[config.mk]
export PLATFORM = sky130hd
export DESIGN_NAME = cyc_irq_timer
export DESIGN_NICKNAME = d
export VERILOG_FILES = /design/src/rtl/cit_pkg.sv /design/src/rtl/cit_stage.sv /design/src/rtl/cit_count.sv /design/src/rtl/cit_irq_out.sv /design/src/rtl/cyc_irq_timer.sv
export SDC_FILE = /design/constraint.sdc
export NUM_CORES = 1
export LEC_CHECK = 0
export CORE_MARGIN = 8
export CORE_UTILIZATION = 35
export DETAILED_ROUTE_END_ITERATION = 7
export HOLD_SLACK_MARGIN = 0.06
export PLACE_DENSITY = 0.51
export SKIP_CTS_REPAIR_TIMING = 1
export SLEW_MARGIN = 20
export SYNTH_ARGS = -nofsm -noshare
export SYNTH_HDL_FRONTEND = slang
export SYNTH_HIERARCHICAL = 1
export SYNTH_SLANG_ARGS = --single-unit
export TNS_END_PERCENT = 30
[constraint.sdc]
create_clock -name clk -period 4 [get_ports clk]
set_clock_uncertainty 0.1 [all_clocks]
set_input_delay 0.6 -clock clk [delete_from_list [all_inputs] [get_ports clk]]
set_output_delay 0.6 -clock clk [all_outputs]
set_load 0.005 [all_outputs]
[src/rtl/cit_pkg.sv]
package cit_pkg;
  typedef enum logic {
    SEL_LO = 1'b0,
    SEL_HI = 1'b1
  } reg_sel_e;
endpackage

[src/rtl/cit_stage.sv]
// Staging register for the low byte of the count.
module cit_stage #(
  parameter int DATA_W = 8
) (
  input  logic              clk,
  input  logic              rst,
  input  logic              load_i,
  input  logic [DATA_W-1:0] data_i,
  output logic [DATA_W-1:0] hold_o
);
  always_ff @(posedge clk) begin
    if (rst) hold_o <= '0;
    else if (load_i) hold_o <= data_i;
  end
endmodule

[src/rtl/cit_count.sv]
// Down counter with run enable and a terminal pulse.
module cit_count #(
  parameter int CNT_W  = 15,
  parameter int DATA_W = 8
) (
  input  logic              clk,
  input  logic              rst,
  input  logic              commit_i,
  input  logic [DATA_W-1:0] data_i,
  input  logic [DATA_W-1:0] hold_i,
  input  logic              cyc_en_i,
  output logic [CNT_W-1:0]  cnt_o,
  output logic              en_o,
  output logic              hit_o
);
  localparam int HI_W = CNT_W - DATA_W;
  localparam int EN_BIT = DATA_W - 1;
  localparam logic [CNT_W-1:0] ONE = CNT_W'(1);

  logic step;
  assign step = cyc_en_i && en_o && (cnt_o != '0);

  always_ff @(posedge clk) begin
    if (rst) begin
      cnt_o <= '0;
      en_o  <= 1'b0;
      hit_o <= 1'b0;
    end else begin
      hit_o <= 1'b0;
      if (commit_i) begin
        cnt_o <= {data_i[HI_W-1:0], hold_i};
        en_o  <= data_i[EN_BIT];
      end else if (step) begin
        cnt_o <= cnt_o - ONE;
        if (cnt_o == ONE) begin
          en_o  <= 1'b0;
          hit_o <= 1'b1;
        end
      end
    end
  end
endmodule

[src/rtl/cit_irq_out.sv]
// Registered active-low interrupt line; acknowledge wins over a fire.
module cit_irq_out (
  input  logic clk,
  input  logic rst,
  input  logic ack_i,
  input  logic fire_i,
  output logic irq_n_o
);
  always_ff @(posedge clk) begin
    if (rst) irq_n_o <= 1'b1;
    else if (ack_i) irq_n_o <= 1'b1;
    else if (fire_i) irq_n_o <= 1'b0;
  end
endmodule

[src/rtl/cyc_irq_timer.sv]
module cyc_irq_timer #(
  parameter int CNT_W  = 15,
  parameter int DATA_W = 8
) (
  input  logic              clk,
  input  logic              rst,
  input  logic              wr_en,
  input  logic              wr_sel,
  input  logic [DATA_W-1:0] wr_data,
  input  logic              cyc_en,
  output logic              irq_n
);
  import cit_pkg::*;

  reg_sel_e sel;
  logic wr_lo, wr_hi, hit;
  logic [DATA_W-1:0] hold_q;
  logic [CNT_W-1:0] cnt_q;
  logic en_q;

  assign sel   = reg_sel_e'(wr_sel);
  assign wr_lo = wr_en && (sel == SEL_LO);
  assign wr_hi = wr_en && (sel == SEL_HI);

  cit_stage #(.DATA_W(DATA_W)) u_stage (
    .clk(clk), .rst(rst), .load_i(wr_lo), .data_i(wr_data), .hold_o(hold_q)
  );

  cit_count #(.CNT_W(CNT_W), .DATA_W(DATA_W)) u_count (
    .clk(clk), .rst(rst), .commit_i(wr_hi), .data_i(wr_data), .hold_i(hold_q),
    .cyc_en_i(cyc_en), .cnt_o(cnt_q), .en_o(en_q), .hit_o(hit)
  );

  cit_irq_out u_irq (
    .clk(clk), .rst(rst), .ack_i(wr_hi), .fire_i(hit), .irq_n_o(irq_n)
  );
endmodule

==> qor.log <==
INFO  outcome        run_status=completed
INFO  placed_design  place_inst=209
INFO  global_routing global_route_wire_length_before_repair=5609um
INFO  finish         layout_common_cells=27 x nor2_1, 26 x dfxtp_1, 13 x clkdlybuf4s50_1
INFO  floorplan      die_area=6110um2
INFO  global_routing grt_antenna_before_repair=0
INFO  yosys          synth_top_flop_cell=dfxtp_1
INFO  drt            antenna_violating_nets_post_route=0
INFO  global_routing grt_usage=11.23%
INFO  drt            drt_first_iter_violations=90
INFO  clocking       clock_tree.root_cell=clkbuf_8
INFO  worst_setup_path crit_path_end_kind=register
INFO  sta            slew-limit-headroom=50.72%
INFO  worst_setup_path required_time_of_the_worst_setup_path=4.08ns
INFO  finish         diodes=0
INFO  finish         layout_commonest_cell=nor2_1
INFO  floorplan      floorplan.core_area=3689um2
INFO  clocking       cts.htree.levels=1
INFO  drt            drc_errors=0
INFO  yosys          synth_top_area_cell=dfxtp_1
INFO  floorplan      start_util=36.67%
INFO  sta            max_slew.worst_pin.slew=0.7331ns
INFO  finish         seq_area=520.5um2
INFO  placed_design  port_buffers=13
INFO  worst_setup_path crit_path_start=u_count/cnt_o[0]
INFO  power_and_ir_drop leakage=0.5271nW
INFO  sta            final_period_minus_worst_setup_slack=2.525ns
INFO  floorplan      ioPinCount=14
INFO  yosys          synthesis.nets=174
INFO  finish         drive_gt1_share=9.091%
INFO  global_routing pin_count_of_the_biggest_net_entering_global_routing=26
INFO  finish         layout-area-overhead-vs-synth=14.71%
INFO  clocking       worst_setup_hold_path_clk_slew=0.09ns
INFO  sta            upper_clock_frequency_limit=396.0MHz
INFO  yosys          yosysWarningCount=6
INFO  drt            route.detailed.vias_per_inst=5.667
INFO  clocking       clkLatencyLatePin=0.27ns
INFO  finish         final_net_count=181
INFO  floorplan      chipHeight=78.17um
INFO  yosys          syn-cell-area=1353um2
INFO  worst_setup_path worst-setup-path-type=reg -> reg
INFO  yosys          ys_ff_latch=26
INFO  yosys          synth_sequential_area_ratio=38.48%
INFO  worst_setup_path setup.worst_path.start_class=register
INFO  placed_design  gpl.final_weighted_congestion=0.7354
INFO  floorplan      placement_rows=22
INFO  yosys          synth-edff-count=0
INFO  drt            detailedRoute.firstPassIterationCount=4
INFO  global_routing grt_pass1_vias=1134
INFO  finish         multi_input_area=748.2um2
INFO  drt            routed_wire_per_std_cell=16.00um
INFO  floorplan      fp.dieW=78.17um
INFO  clocking       cts_tree=yes
INFO  clocking       max-clock-path-buffers=2
INFO  clocking       clkSinkCount=26
INFO  sta            timing_hold_violations_final=0
INFO  placed_design  dpl.hpwl=2413um
INFO  flow_run       maxCapViolCount=0
INFO  worst_setup_path critical_path_peak_fanout=6
INFO  yosys          yosys-top-cells-area=dfxtp_1 38%, nor2_1 7.5%, a311oi_1 7.1%
INFO  yosys          netlist_instances=159
INFO  power_and_ir_drop pwr_density_cell=361.2nW/um2
INFO  worst_setup_path worstPathArrival=2.60ns
INFO  finish         layout.core_utilization=42.06%
INFO  sta            timing.final.setup_violations=0
INFO  finish         stdcell_count=213
INFO  yosys          async_reset_ff_share=0%
INFO  drt            postRouteWirelength=3407um
INFO  yosys          post_synth_num_cell_types=37
INFO  yosys          synth_top_area_share=38.48%
INFO  sta            tns=0ns
INFO  min_path       hold_start=u_count/hit_o
INFO  global_routing overflow=0
INFO  min_path       hold_path.class=reg -> reg
INFO  sta            grt_setup_unrepaired=false
INFO  worst_setup_path r2r-start=u_count/cnt_o[0]
INFO  finish         n_fill_cell=394
INFO  sta            finalMaxSlewViolations=0
INFO  clocking       tritoncts.num_buffers=3
INFO  drt            dr_total_vias=1207
INFO  power_and_ir_drop ir_worst_vdd=0.0001108V
INFO  sta            crit_share_post_route=63.14%
INFO  yosys          avgSynthCellArea=8.507um2
[cells in the mapped netlist (2+ instances only)]
| library cell | number |
|---|---|
| nor2_1 | 27 |
| dfxtp_1 | 26 |
| a311oi_1 | 11 |
| clkbuf_1 | 8 |
| mux2i_1 | 8 |
| o21ai_0 | 8 |
| inv_1 | 7 |
| or3_1 | 7 |
| or4_1 | 7 |
| nand2_1 | 4 |
| or2_2 | 4 |
| a21oi_1 | 3 |
| nor4_1 | 3 |
| o31ai_1 | 3 |
| o41ai_1 | 3 |
| a221oi_1 | 2 |
| buf_1 | 2 |
| ha_1 | 2 |
| nand3_1 | 2 |
| nand3b_1 | 2 |
| nor3_1 | 2 |
| o311ai_0 | 2 |
| or4b_1 | 2 |
[critical path, cell delays in order, from the launching register on]
cell,delay (ns)
dfxtp_1,0.38
inv_1,0.08
ha_1,0.19
or3b_2,0.54
or4_4,0.54
or3_1,0.36
a311oi_1,0.25
[per-layer routing]
layer	up-vias	track usage, %	wire (um)
met4	0	3.889	19
li1	612	-	-
met2	24	17.90	1544
met5	-	0	0
met3	2	2.164	148
met1	569	14.71	1695
[power breakdown]
part           switching (mW)  leakage, nW  internal [mW]  total, mW
Clock                  0.0830       0.0288         0.0880      0.171
Combinational          0.0591        0.285         0.0433      0.102
Sequential             0.0137        0.213          0.273      0.287
[worst paths after layout]
path / to / slack (ns) / depth (start not counted)
hold reg to reg: u_irq/irq_n_o / 0.30 / 1
hold / removal: u_irq/irq_n_o / 0.30 / 1
setup / recovery: u_count/cnt_o[12] / 1.47 / 6
setup reg to reg: u_count/cnt_o[12] / 1.47 / 6
[state kept, by name, summed over array words and instances, names as in the netlist]
| register | count |
|---|---|
| u_count/cnt_o | 15 |
| u_count/en_o | 1 |
| u_count/hit_o | 1 |
| u_irq/irq_n_o | 1 |
| u_stage/hold_o | 8 |
[layout make-up]
class,count,area share (%)
timing repair buffer,14,8.871
inverter,8,1.935
multi-input combinational,113,48.23
sequential,26,33.55
clock buffer,4,3.548
tap,48,3.871
[through the flow]
stage	power [mW]	hold WS [ns]	setup WS [ns]	cell area (um2)
floorplan	0.3617	0.2812	1.702	1353
global placement	0.3910	0.2892	1.336	1496
detailed placement	0.3939	0.2943	1.320	1496
CTS	0.5687	0.3098	1.445	1551
global route	0.5909	0.3251	1.266	1551
finish	0.5604	0.3038	1.475	1551
[kinds of logic after synthesis]
logic type               count (synthesis)  share of synthesized area, %
buffers and inverters                   20                         6.198
multiplexers                             8                         5.921
adder cells (fa/ha/maj)                  2                         1.850
AND/OR/NAND/NOR                         66                         27.38
flip-flops                              26                         38.48
AO/OA/AOI/OAI                           37                         20.17
Power figures use the tool's default switching activity.
